**src/rtl/pmw_pkg.sv**
```systemverilog
`timescale 1ns/1ps
package pmw_pkg;
    typedef enum logic [1:0] {
        PM_RUN      = 2'd0,
        PM_IDLE     = 2'd1,
        PM_SLEEP    = 2'd2,
        PM_WAKEWAIT = 2'd3
    } pm_state_e;

    typedef enum logic [1:0] {
        OSC_XTAL   = 2'd0,
        OSC_PLL    = 2'd1,
        OSC_FAST   = 2'd2,
        OSC_LPKEEP = 2'd3
    } osc_kind_e;
endpackage

```
**src/rtl/pmw_wake_qual.sv**
```systemverilog
`timescale 1ns/1ps
module pmw_wake_qual #(
    parameter int PRIO_W = 3
) (
    input  logic              irq_req_i,
    input  logic              irq_en_i,
    input  logic [PRIO_W-1:0] irq_prio_i,
    input  logic [PRIO_W-1:0] cpu_lvl_i,
    input  logic              wdt_timeout_i,
    input  logic              reset_evt_i,
    output logic              wake_any_o,
    output logic              wake_rst_o
);
    logic irq_ok;

    always_comb begin
        irq_ok     = irq_req_i && irq_en_i && (irq_prio_i > cpu_lvl_i);
        wake_rst_o = reset_evt_i;
        wake_any_o = irq_ok || wdt_timeout_i || reset_evt_i;
    end
endmodule

```
**src/rtl/pmw_delay_cnt.sv**
```systemverilog
`timescale 1ns/1ps
module pmw_delay_cnt #(
    parameter int CNT_W = 3
) (
    input  logic             clk_i,
    input  logic             rst_ni,
    input  logic             load_i,
    input  logic [CNT_W-1:0] load_val_i,
    output logic             zero_o
);
    logic [CNT_W-1:0] cnt_q;

    always_ff @(posedge clk_i or negedge rst_ni) begin
        if (!rst_ni) begin
            cnt_q <= '0;
        end else if (load_i) begin
            cnt_q <= load_val_i;
        end else if (cnt_q != '0) begin
            cnt_q <= cnt_q - 1'b1;
        end
    end

    assign zero_o = (cnt_q == '0);
endmodule

```
**src/rtl/pmw_fsm.sv**
```systemverilog
`timescale 1ns/1ps
module pmw_fsm
    import pmw_pkg::*;
#(
    parameter int FAST_DLY = 10,
    parameter int LP_DLY   = 4,
    parameter int CNT_W    = 4
) (
    input  logic             clk_i,
    input  logic             rst_ni,
    input  logic             req_i,
    input  logic             idle_sel_i,
    input  logic             wake_any_i,
    input  logic             wake_rst_i,
    input  logic [1:0]       osc_kind_i,
    input  logic             ost_done_i,
    input  logic             pll_lock_i,
    input  logic             cnt_zero_i,
    output logic             cnt_load_o,
    output logic [CNT_W-1:0] cnt_val_o,
    output logic             cpu_clk_en_o,
    output logic             per_clk_en_o,
    output logic             wake_o,
    output logic [1:0]       state_o
);
    localparam logic [CNT_W-1:0] FAST_LOAD = CNT_W'(FAST_DLY - 1);
    localparam logic [CNT_W-1:0] LP_LOAD   = CNT_W'(LP_DLY - 1);

    pm_state_e state_q, state_d;
    osc_kind_e osc_q;
    logic      capture;
    logic      wake_q, wake_d;

    // state register, captured oscillator kind and wake pulse
    always_ff @(posedge clk_i or negedge rst_ni) begin
        if (!rst_ni) begin
            state_q <= PM_RUN;
            osc_q   <= OSC_XTAL;
            wake_q  <= 1'b0;
        end else begin
            state_q <= state_d;
            wake_q  <= wake_d;
            if (capture) begin
                osc_q <= osc_kind_e'(osc_kind_i);
            end
        end
    end

    // transitions
    always_comb begin
        state_d    = state_q;
        capture    = 1'b0;
        wake_d     = 1'b0;
        cnt_load_o = 1'b0;
        cnt_val_o  = (osc_q == OSC_FAST) ? FAST_LOAD : LP_LOAD;
        unique case (state_q)
            PM_RUN: begin
                if (req_i) begin
                    state_d = idle_sel_i ? PM_IDLE : PM_SLEEP;
                    capture = !idle_sel_i;
                end
            end
            PM_IDLE: begin
                if (wake_any_i) begin
                    state_d = PM_RUN;
                    wake_d  = 1'b1;
                end
            end
            PM_SLEEP: begin
                if (wake_rst_i) begin
                    state_d = PM_RUN;
                    wake_d  = 1'b1;
                end else if (wake_any_i) begin
                    state_d    = PM_WAKEWAIT;
                    wake_d     = 1'b1;
                    cnt_load_o = 1'b1;
                end
            end
            PM_WAKEWAIT: begin
                if (wake_rst_i) begin
                    state_d = PM_RUN;
                end else begin
                    unique case (osc_q)
                        OSC_XTAL: if (ost_done_i) state_d = PM_RUN;
                        OSC_PLL:  if (pll_lock_i) state_d = PM_RUN;
                        default:  if (cnt_zero_i) state_d = PM_RUN;
                    endcase
                end
            end
            default: state_d = PM_RUN;
        endcase
    end

    // outputs
    always_comb begin
        cpu_clk_en_o = 1'b0;
        per_clk_en_o = 1'b0;
        unique case (state_q)
            PM_RUN: begin
                cpu_clk_en_o = 1'b1;
                per_clk_en_o = 1'b1;
            end
            PM_IDLE:     per_clk_en_o = 1'b1;
            PM_SLEEP,
            PM_WAKEWAIT: ;
            default: ;
        endcase
        wake_o  = wake_q;
        state_o = state_q;
    end
endmodule

```
**src/rtl/pmw_sequencer.sv**
```systemverilog
`timescale 1ns/1ps
module pmw_sequencer #(
    parameter int FAST_DLY = 10,
    parameter int LP_DLY   = 4,
    parameter int PRIO_W   = 3
) (
    input  logic              clk_i,
    input  logic              rst_ni,
    input  logic              pwrsave_req_i,
    input  logic              pwrsave_idle_i,
    input  logic              irq_req_i,
    input  logic              irq_en_i,
    input  logic [PRIO_W-1:0] irq_prio_i,
    input  logic [PRIO_W-1:0] cpu_lvl_i,
    input  logic              wdt_timeout_i,
    input  logic              reset_evt_i,
    input  logic [1:0]        osc_kind_i,
    input  logic              ost_done_i,
    input  logic              pll_lock_i,
    output logic              cpu_clk_en_o,
    output logic              per_clk_en_o,
    output logic              wake_o,
    output logic [1:0]        state_o
);
    localparam int MAX_DLY = (FAST_DLY > LP_DLY) ? FAST_DLY : LP_DLY;
    localparam int CNT_W   = (MAX_DLY < 2) ? 1 : $clog2(MAX_DLY);

    logic             wake_any, wake_rst;
    logic             cnt_load, cnt_zero;
    logic [CNT_W-1:0] cnt_val;

    pmw_wake_qual #(.PRIO_W(PRIO_W)) u_qual (
        .irq_req_i     (irq_req_i),
        .irq_en_i      (irq_en_i),
        .irq_prio_i    (irq_prio_i),
        .cpu_lvl_i     (cpu_lvl_i),
        .wdt_timeout_i (wdt_timeout_i),
        .reset_evt_i   (reset_evt_i),
        .wake_any_o    (wake_any),
        .wake_rst_o    (wake_rst)
    );

    pmw_delay_cnt #(.CNT_W(CNT_W)) u_cnt (
        .clk_i      (clk_i),
        .rst_ni     (rst_ni),
        .load_i     (cnt_load),
        .load_val_i (cnt_val),
        .zero_o     (cnt_zero)
    );

    pmw_fsm #(.FAST_DLY(FAST_DLY), .LP_DLY(LP_DLY), .CNT_W(CNT_W)) u_fsm (
        .clk_i        (clk_i),
        .rst_ni       (rst_ni),
        .req_i        (pwrsave_req_i),
        .idle_sel_i   (pwrsave_idle_i),
        .wake_any_i   (wake_any),
        .wake_rst_i   (wake_rst),
        .osc_kind_i   (osc_kind_i),
        .ost_done_i   (ost_done_i),
        .pll_lock_i   (pll_lock_i),
        .cnt_zero_i   (cnt_zero),
        .cnt_load_o   (cnt_load),
        .cnt_val_o    (cnt_val),
        .cpu_clk_en_o (cpu_clk_en_o),
        .per_clk_en_o (per_clk_en_o),
        .wake_o       (wake_o),
        .state_o      (state_o)
    );
endmodule

```
**config.mk**
```make
export PLATFORM = sky130hd
export DESIGN_NAME = pmw_sequencer
export DESIGN_NICKNAME = d
export VERILOG_FILES = /design/src/rtl/pmw_pkg.sv /design/src/rtl/pmw_wake_qual.sv /design/src/rtl/pmw_delay_cnt.sv /design/src/rtl/pmw_fsm.sv /design/src/rtl/pmw_sequencer.sv
export SDC_FILE = /design/constraint.sdc
export NUM_CORES = 1
export LEC_CHECK = 0
export BUFFER_PORTS_ARGS = -buffer_cell sky130_fd_sc_hd__buf_4
export CORE_MARGIN = 2
export CORE_UTILIZATION = 40
export CTS_CLUSTER_DIAMETER = 50
export DETAILED_ROUTE_END_ITERATION = 10
export PLACE_DENSITY = 0.64
export SLEW_MARGIN = 40
export SYNTH_ARGS = -nofsm -noshare
export SYNTH_HDL_FRONTEND = slang
export SYNTH_HIERARCHICAL = 1
export SYNTH_SLANG_ARGS = --single-unit
```
**constraint.sdc**
```tcl
create_clock -name clk_i -period 1.7 [get_ports clk_i]
set_input_delay 0.425 -clock clk_i [delete_from_list [all_inputs] [get_ports clk_i]]
set_output_delay 0.425 -clock clk_i [all_outputs]
set_load 0.1 [all_outputs]
```
== Word level (Yosys, flattened, before mapping) ==
Index checks and enable logic that the tools add are counted.

* Bits in latches: 0
* Input bits: 18
* Memory bits (writable): 0
* Output and inout bits: 5
* Flip-flop bits (word level): 9
* Bits in read-only memories: 0
* Word-level logic and storage cells: 52
* Memories kept: 0

* Order comparisons: 1
* Multiplexer cells: 23
* Divide/modulo/power cells: 0
* Add/sub/neg operators: 1
* Reduce and logical (&&, ||, !) cells: 12
* Multiply operators: 0
* Bitwise gates (word level): 0
* Eq/ne operators: 11
* Shift-type cells: 0

{| class="wikitable"
|+ Operator list
! operator !! number
|-
| $mux W2 || 9
|-
| $mux W4 || 3
|-
| $mux W1 || 8
|-
| $ne A4 B4 Y1 const B || 2
|-
| $pmux W2 S4 || 1
|-
| $eq A2 B2 Y1 const B || 3
|-
| $reduce_and A6 Y1 || 1
|-
| $ne A5 B3 Y1 const B || 1
|-
| $eq A2 B1 Y1 const B || 2
|-
| $logic_not A2 Y1 || 2
|-
| $logic_not A4 Y1 || 1
|-
| $pmux W2 S2 || 1
|-
| $reduce_bool A4 Y1 || 1
|-
| $sub A4 B1 Y4 const B || 1
|-
| $gt A3 B3 Y1 || 1
|-
| $ne A3 B2 Y1 const B || 1
|-
| $logic_and A1 B1 Y1 || 2
|-
| $logic_or A1 B1 Y1 || 2
|-
| $ne A2 B1 Y1 const B || 1
|-
| $ne A2 B2 Y1 const B || 1
|-
| $pmux W1 S2 || 1
|-
| $reduce_bool A2 Y1 || 1
|-
| $reduce_or A2 Y1 || 1
|-
| $logic_not A1 Y1 || 1
|}

== Longest topological paths before layout ==
Gate-level depths: netlist of run 1.

* Depth in word-level cells: 8
* Gate-level depth with buffers: 10
* Mapped depth without buffers: 9

== Hierarchy ==
The synthesis of run 1 kept the hierarchy.

{| class="wikitable"
|+ By module, submodules not included
! module !! cells an instance !! area each (sq um) !! sequential area each (sq um) !! times used
|-
| pmw_fsm || 41 || 390.4 || 125.1 || 1
|-
| pmw_delay_cnt || 22 || 234.0 || 100.1 || 1
|-
| pmw_wake_qual || 13 || 90.1 || 0.0 || 1
|}

== Worst setup path before layout of run 1 ==
OpenSTA, ideal clock, no wires.

* Kind: reg-to-output
* Start: register u_fsm.state_q[0], in the netlist u_fsm/state_o[0]
* End: output per_clk_en_o
* Arrival: 2.474 ns
* Path slack: -1.199 ns
* Stages on the path, launching flop included: 4
* Buffers on the path: 0
* Required time: 1.275 ns
* Path through: dfrtp_1 > inv_1 > ha_1 > or2_2

* Longest elaborated chain between the ends: 3
* Elaborated cells on any way between the ends: 4
* Those cells by class: 1 x eq/ne; 1 x mux; 2 x reduce/logical

{| class="wikitable"
|+ RTL lines
! item !! RTL line !! text
|-
| start, declared || pmw_fsm.sv:29 || <nowiki>pm_state_e state_q, state_d;</nowiki>
|-
| start signal, assigned || pmw_fsm.sv:41 || <nowiki>state_q <= state_d;</nowiki>
|-
| $eq A2 B1 Y1 / $logic_not A2 Y1 (equally long branches) || pmw_fsm.sv:98 || <nowiki>unique case (state_q)</nowiki>
|-
| $reduce_or A2 Y1 (no source line) (*) || n/a ||
|-
| $mux W1 (*) || pmw_fsm.sv:98 ||
|-
| end, declared || pmw_sequencer.sv:21 || <nowiki>output logic per_clk_en_o,</nowiki>
|}

Mark *: on every way between the ends. The rest lies on a longest branch, timed or not.

== Final worst setup path of run 1 ==
Ends and elaborated chain as after synthesis.

==> results of run 1 <==
layer usage:
layer,wire length (um),GRT usage (%),vias to the layer above
li1,-,-,319
met1,715,22.6,296
met2,855,30.3,21
met3,76,2.75,0
met4,0,6.86,0
met5,0,0,-
registers in the layout (all words and copies together), names as in the netlist:
name	cells
u_cnt/cnt_q	4
u_fsm/wake_o	1
u_fsm/state_o	2
u_fsm/osc_q	2
final timing paths:
kind	endpoint	slack [ns]
setup / recovery	per_clk_en_o	-0.09
setup reg to reg	u_fsm/state_o[0]	0.07
max in group asynchronous	u_fsm/state_o[0]	1.03
hold reg to reg	u_fsm/osc_q[1]	0.59
min in group asynchronous	u_fsm/state_o[1]	0.53
hold / removal	u_fsm/osc_q[1]	0.41
final cells by class:
| cell class | instances | area (um^2) | area share (%) |
|---|---|---|---|
| clock buffer | 4 | 26.3 | 2.26 |
| inverter | 11 | 58.8 | 5.05 |
| multi-input combinational | 52 | 533 | 45.8 |
| sequential | 9 | 233 | 20.0 |
| tap | 25 | 31.3 | 2.69 |
| timing repair buffer | 33 | 282 | 24.2 |
cell usage after synthesis (all sizes together):
master   n  area share [%]
a21boi   1             1.1
a21oi    2             1.4
a221o    1             1.4
a221oi   1             2.1
buf      3             3.2
clkbuf   1            0.52
conb     2             1.1
dfrtp    9              32
ha       9              16
inv     11             5.8
mux2     3             4.7
mux2i    5             7.0
nand2    3             1.6
nand2b   2             1.8
nand3    2             1.4
nor2     3             1.6
nor2b    3             2.6
nor3     2             1.4
nor3b    3             4.7
nor4bb   1             1.4
o21ai    6             4.7
o311ai   1             1.2
or2      1            0.88
xnor2    1             1.2
cell families (layout without fill, tap and decap cells):
| kind of cell | count (synthesis) | in the layout | share of synthesized area, % |
|---|---|---|---|
| simple gates | 20 | 20 | 17.3 |
| buf+inv | 15 | 48 | 9.46 |
| compound gates | 12 | 12 | 11.9 |
| fa+ha+maj | 9 | 9 | 15.8 |
| flops | 9 | 9 | 31.5 |
| mux | 8 | 8 | 11.7 |
| other cells | 2 | 2 | 1.05 |
| xor+xnor | 1 | 1 | 1.23 |
layout by cell type, fill, tap and decap left out, types with 2 or more instances in the layout:
cell      synthesis  routed
ha_4              0       5
nand3_1           2       2
nor2_1            3       2
clkbuf_4          0       3
conb_1            2       2
nor3b_2           0       2
a21oi_1           2       2
o21ai_1           2       2
dfrtp_4           0       2
o21ai_0           3       3
inv_1            11       7
ha_1              9       3
nand2_1           3       3
dfrtp_1           9       7
buf_6             0       3
nor2b_1           3       2
mux2i_1           5       5
buf_4             3      27
mux2_2            3       2
inv_4             0       2
power by group through the flow:
stage	Sequential (mW)	Clock, mW	Combinational (mW)
2_1_floorplan	0.663	0	0.811
3_3_place_gp	0.441	0	1.27
3_5_place_dp	0.444	0	1.28
4_1_cts	0.441	0.170	1.44
5_1_grt	0.463	0.176	1.67
6_report	0.447	0.163	1.56
per-stage QoR:
step	cell area, um^2	hold WS [ns]	setup slack, ns
3_3_place_gp	976	0.256	-0.255
2_1_floorplan	779	0.129	-0.191
3_5_place_dp	976	0.256	-0.282
5_1_grt	1160	0.402	-0.114
6_report	1160	0.406	-0.0850
4_1_cts	1070	0.404	-0.0795
critical path, delay by kind of cell, from the launching register on:
kind	cells	cell delay, ns
AND/OR/NAND/NOR	1	0.23
buffers and inverters	1	0.16
flip-flops	1	0.52
adder cells (fa/ha/maj)	1	0.18
what timing repair did:
| action | in CTS | in global routing |
|---|---|---|
| pin swaps | 5 | 4 |
| hold buffers | 1 | 0 |
| endpoints found under the setup margin | 3 | 6 |
| resized for setup | 7 | 15 |
| buffers inserted | 4 | 3 |
| endpoints found under the hold margin | 9 | 0 |
==> impl_metrics.ini, run 1 <==
[status]
status = finished, violations left
violations = setup timing

[global_route]
grtUsageTotal_pct = 17.9
antenna_found_initial = 0
grt_max_degree = 10
grt_overflow_total = 0
grt_pass1_vias = 649
grt_pass1_wl_um = 2700

[die]
start_util_pct = 41.8
design.die.area_mm2 = 0.00214
num_rows = 15
core_area_mm2 = 0.00171
die_width_um = 46.3
fp.dieH_um = 46.3
pin_count = 23

[job]
drv_cap = 0

[timing]
drv_slew = 0
setup_ws_ns = -0.0850
rsz0062_at_grt = yes
setup_viol = 1
hold_violations = 0
period_share_pct = 105
setup_tns_ns = -0.0850
fmax_ghz = 0.560
period_needed_ns = 1.79
finalClockSkew_ns = 0.00310

[setup_path]
r2r_cells = 6
critPathKind = reg2out
endpoint_kind = output port
rr_startpoint = u_fsm/state_o[1]
startpoint = u_fsm/state_o[0]
worstPathMaxFanout = 4
crit_chain = ha_4 -> or2_4 -> buf_12
worst_setup_path_start_kind = register
required_ns = 1.27
arrival_ns = 1.36
cp_slowest_cell = dfrtp_4
slowest_delay_ns = 0.52

[final_layout]
syn_to_final_growth_pct = 62.9
fill_cells = 144
final_core_util_pct = 68.1
stdcell_count = 134
diodes = 0
nets = 137
drive_gt1_share_pct = 55.0

[power_and_ir_drop]
power_frac_clock_pct = 7.5
vdd_drop_max_v = 0.00192
combPwrFrac_pct = 71.9
intPower_mw = 1.09
pwr_density_cell_mw_per_mm2 = 1870
p_leak_nw = 0.542
p_seq_share_pct = 20.6
p_total_mw = 2.17
switchingPower_mw = 1.08
switching_share_pct = 49.9

[routing]
antenna_left = 0
viasPerCell = 4.75
detail_route.wl_per_cell_um = 12.3
vias = 636
drt-pass1-iter-count = 4
drt_iter0_markers = 16
totalWireLength_um = 1650
drc_errors = 0

[logic_synthesis]
syn_avg_cell_area_um2 = 9.40
syn-instance-count = 76
netlist_area_um2 = 714
ys_ff_latch = 9
synth_fp_nets = 103
yosysSeqAreaShare_pct = 31.5
synthDistinctLibCells = 27
yosysWarnings = 6

[placement]
dp_cells = 123
portBuffers = 22
routabilityCongestion = 0.833
dp_hpwl_um = 1200

[cts]
clkTransAtPathRegs_ns = 0.06
clk_latency_ns = 0.26
cts_sinks = 9
clk_path_buf_depth = 2
cts_inserted_buffers = 3
ctsHtreeMaxLevel = 1
cts_root_buffer = clkbuf_4
cts_tree = yes

[worst_hold_path]
hold_path_class = in2reg
hp-start = osc_kind_i[1]
whs_path_depth = 2
Note: power is estimated with default switching activity, not from simulation.
==> run 2, diff against run 1 <==
clock period = 1.65 ns   (was 1.7 ns; I/O delays follow)
==> impl_metrics.ini, run 2 (synthesis gave the netlist of run 1 again) <==
[cts]
clk_latency_ns = 0.26
cts_root_buffer = clkbuf_4
cts_sinks = 9
cts_tree = yes
ctsHtreeMaxLevel = 1
cts_inserted_buffers = 3
clk_path_buf_depth = 2
clkTransAtPathRegs_ns = 0.06

[timing]
hold_violations = 0
fmax_ghz = 0.570
drv_slew = 0
period_share_pct = 106
rsz0062_at_grt = yes
period_needed_ns = 1.76
setup_viol = 3
finalClockSkew_ns = 0.00446
setup_ws_ns = -0.105

[setup_path]
rr_startpoint = u_fsm/state_o[0]
r2r_cells = 8
arrival_ns = 1.34
slowest_delay_ns = 0.46
cp_slowest_cell = dfrtp_4
crit_chain = inv_4 -> ha_4 -> or2_4 -> buf_12
worstPathMaxFanout = 4
regToRegSetupSlack_ns = 0.03
startpoint = u_fsm/state_o[0]
critPathKind = reg2out
endpoint_kind = output port
required_ns = 1.24
worst_setup_path_start_kind = register
r2r-end = u_cnt/cnt_q[3]

[routing]
detail_route.wl_per_cell_um = 11.4
drc_errors = 0
antenna_left = 0
viasPerCell = 4.65
drt-pass1-iter-count = 4
totalWireLength_um = 1560
vias = 637
drt_iter0_markers = 10

[power_and_ir_drop]
pwr_density_cell_mw_per_mm2 = 1890
vdd_drop_max_v = 0.00185
p_leak_nw = 0.551

[global_route]
grtUsageTotal_pct = 16.9
antenna_found_initial = 0
grt_overflow_total = 0
grt_max_degree = 10
grt_pass1_vias = 611
grt_pass1_wl_um = 2510

[placement]
portBuffers = 22
routabilityCongestion = 0.818
dp_hpwl_um = 1210
pre_cts_ws_ns = -0.311
placed_area_um2 = 983
dp_cells = 124

[final_layout]
nets = 140
top_register = u_cnt/cnt_q
largest_reg_flops = 4
diodes = 0
stdcell_count = 137
layout_common_cells = 32 x buf_4, 8 x inv_1, 7 x dfrtp_1, 5 x mux2i_1, 5 x ha_4
syn_to_final_growth_pct = 61.6
drive_gt1_share_pct = 51.8
design_area_mm2 = 0.00115
layout.cells.most_common = buf_4
final_core_util_pct = 67.6

[die]
num_rows = 15
start_util_pct = 41.8
fp.dieH_um = 46.3
design.die.area_mm2 = 0.00214
die_width_um = 46.3
pin_count = 23
core_area_mm2 = 0.00171

[worst_hold_path]
hold_end = u_fsm/osc_q[1]
whs_path_depth = 2
hp-start = osc_kind_i[1]
hold_path_class = in2reg

[job]
drv_cap = 0

[status]
status = finished, violations left
violations = setup timing
## run 2: worst max-delay path by stage
stage	to	slack, ns	depth (start not counted)
floorplan	per_clk_en_o	-0.23	3
global placement	u_cnt/cnt_q[3]	-0.29	10
detailed placement	u_cnt/cnt_q[3]	-0.31	10
CTS	per_clk_en_o	-0.11	3
global route	per_clk_en_o	-0.13	4
finish	per_clk_en_o	-0.11	4
## run 2: repair_timing
action | in CTS | in global routing
endpoints found under the hold margin | 9 | 0
pin swaps | 6 | 3
gates cloned | 0 | 0
hold buffers | 1 | 0
endpoints found under the setup margin | 4 | 7
gates resized for setup | 8 | 7
buffers inserted | 5 | 3
## run 2: report_power, final
| group | internal (mW) | switching (mW) |
|---|---|---|
| sequential | 0.345 | 0.108 |
| combinational | 0.670 | 0.898 |
| clock | 0.0931 | 0.0747 |
| total | 1.11 | 1.08 |
## run 2: cell type report
type	count	area (um^2)
inverter	11	58.8
timing repair buffer	36	297
clock buffer	4	26.3
tap	25	31.3
sequential	9	233
fill	141	553
multi-input combinational	52	509
## run 2: through the flow
step | power, mW | hold WS [ns] | setup TNS [ns]
global placement | 1.78 | 0.243 | -1.54
detailed placement | 1.79 | 0.243 | -1.68
finish | 2.19 | 0.393 | -0.158
CTS | 2.11 | 0.389 | -0.157
global route | 2.33 | 0.401 | -0.564
floorplan | 1.52 | 0.117 | -0.630
## run 2: critical path: cells and delay by family, from the launching register on
| family | cells | cell delay, ns |
|---|---|---|
| AND/OR/NAND/NOR | 1 | 0.25 |
| flip-flops | 1 | 0.46 |
| buffers and inverters | 2 | 0.21 |
| adder cells (fa/ha/maj) | 1 | 0.16 |
## run 2: layer usage
| layer | routed length (um) | track usage, % | vias to the layer above |
|---|---|---|---|
| met1 | 674 | 21.3 | 293 |
| li1 | - | - | 323 |
| met5 | 0 | 0 | - |
| met3 | 70 | 4.71 | 0 |
| met2 | 819 | 26.9 | 21 |
| met4 | 0 | 6.86 | 0 |
==> run 3, diff against run 2 <==
CTS_BUF_LIST = sky130_fd_sc_hd__clkbuf_4 sky130_fd_sc_hd__clkbuf_8   (was unset)
==> impl_metrics.ini, run 3 (synthesis gave the netlist of run 1 again) <==
[final_layout]
diodes = 0
top_register = u_cnt/cnt_q
layout.cells.most_common = buf_4
layout_common_cells = 31 x buf_4, 8 x inv_1, 7 x dfrtp_1, 5 x mux2i_1, 5 x ha_4
final_core_util_pct = 68.5
nets = 140
drive_gt1_share_pct = 52.7
largest_reg_flops = 4
syn_to_final_growth_pct = 63.7

[worst_hold_path]
hold_path_class = in2reg

[power_and_ir_drop]
p_leak_nw = 0.556
vdd_drop_max_v = 0.00194
pwr_density_cell_mw_per_mm2 = 1910

[setup_path]
required_ns = 1.24
critPathKind = reg2out
regToRegSetupSlack_ns = 0.02
r2r-end = u_fsm/state_o[0]
worstPathMaxFanout = 4
rr_startpoint = u_fsm/state_o[1]
arrival_ns = 1.34
startpoint = u_fsm/state_o[0]
endpoint_kind = output port
worst_setup_path_start_kind = register
endpoint = per_clk_en_o
r2r_cells = 6

[routing]
met3WireLength_um = 60
drc_errors = 0
drt_iter0_markers = 4
wl_met1_um = 680
vias = 649
wl_met2_um = 882
detail_route.wl_per_cell_um = 11.9
viasPerCell = 4.74
highest_layer = met3
antenna_left = 0
drt-pass1-iter-count = 4
totalWireLength_um = 1620

[timing]
finalClockSkew_ns = 0.00189
period_share_pct = 106
hold_violations = 0
rsz0062_at_grt = yes
setup_ws_ns = -0.107
setup_viol = 4
fmax_ghz = 0.569
period_needed_ns = 1.76
holdWs_ns = 0.395
drv_slew = 0

[die]
num_rows = 15
die_width_um = 46.3
design.die.area_mm2 = 0.00214
core_area_mm2 = 0.00171
start_util_pct = 41.8
fp.dieH_um = 46.3
pin_count = 23

[global_route]
grtUsageTotal_pct = 17.0
grt_pass1_wl_um = 2500
grt_max_degree = 10
grt_overflow_total = 0
grt_pass1_vias = 607
antenna_found_initial = 0

[cts]
ctsHtreeMaxLevel = 1
cts_inserted_buffers = 3
clkTransAtPathRegs_ns = 0.06
clk_latency_ns = 0.26
cts_sinks = 9
cts_tree = yes
clk_path_buf_depth = 2
cts_root_buffer = clkbuf_4

[placement]
portBuffers = 22
pre_cts_ws_ns = -0.311
dp_hpwl_um = 1210
routabilityCongestion = 0.818

[status]
status = finished, violations left
violations = setup timing

[job]
drv_cap = 0
run 3: layout make-up:
class                      count  area (um^2)
tap                           25         31.3
sequential                     9          233
fill                         139          538
timing repair buffer          36          300
multi-input combinational     52          517
inverter                      11         58.8
clock buffer                   4         30.0
run 3: worst min-delay path by stage:
stage                   from               end  slack (ns)  depth (start not counted)
2_1_floorplan         rst_ni    u_cnt/cnt_q[0]        0.12                          0
3_3_place_gp          rst_ni  u_fsm/state_o[0]        0.24                          1
3_5_place_dp          rst_ni  u_fsm/state_o[1]        0.24                          1
4_1_cts        osc_kind_i[1]    u_fsm/osc_q[1]        0.39                          2
5_1_grt        osc_kind_i[1]    u_fsm/osc_q[1]        0.40                          2
6_report       osc_kind_i[1]    u_fsm/osc_q[1]        0.39                          2
run 3: timing repair:
action,4_1_cts,5_1_grt
buffers inserted,5,3
gates resized for setup,8,9
pin swaps,6,4
endpoints found under the setup margin,4,7
hold endpoints to repair,9,0
hold buffers,1,0
run 3: worst max-delay path, cell delays in order (launching register included):
cell and delay, ns:
dfrtp_4 0.46, inv_4 0.05, ha_4 0.16, or2_4 0.25
buf_12 0.16
run 3: through the flow:
step           cells  instance area (um^2)  total power [mW]  TNS (ns)
2_1_floorplan     76                   779              1.52    -0.630
3_3_place_gp     124                   983              1.78     -1.54
3_5_place_dp     124                   983              1.79     -1.68
4_1_cts          134                  1100              2.12    -0.158
5_1_grt          137                  1170              2.37    -0.559
6_report         137                  1170              2.23    -0.163
run 3: routing by layer:
metal	GRT usage, %	up-vias
met5	0	-
met2	26.4	17
met4	8.57	0
li1	-	325
met3	4.71	0
met1	21.3	307
run 3: where the power goes:
group	total [mW]	switching, mW	internal [mW]	leakage (nW)
sequential	0.454	0.109	0.345	0.108
combinational	1.59	0.913	0.682	0.430
clock	0.184	0.0743	0.109	0.0184
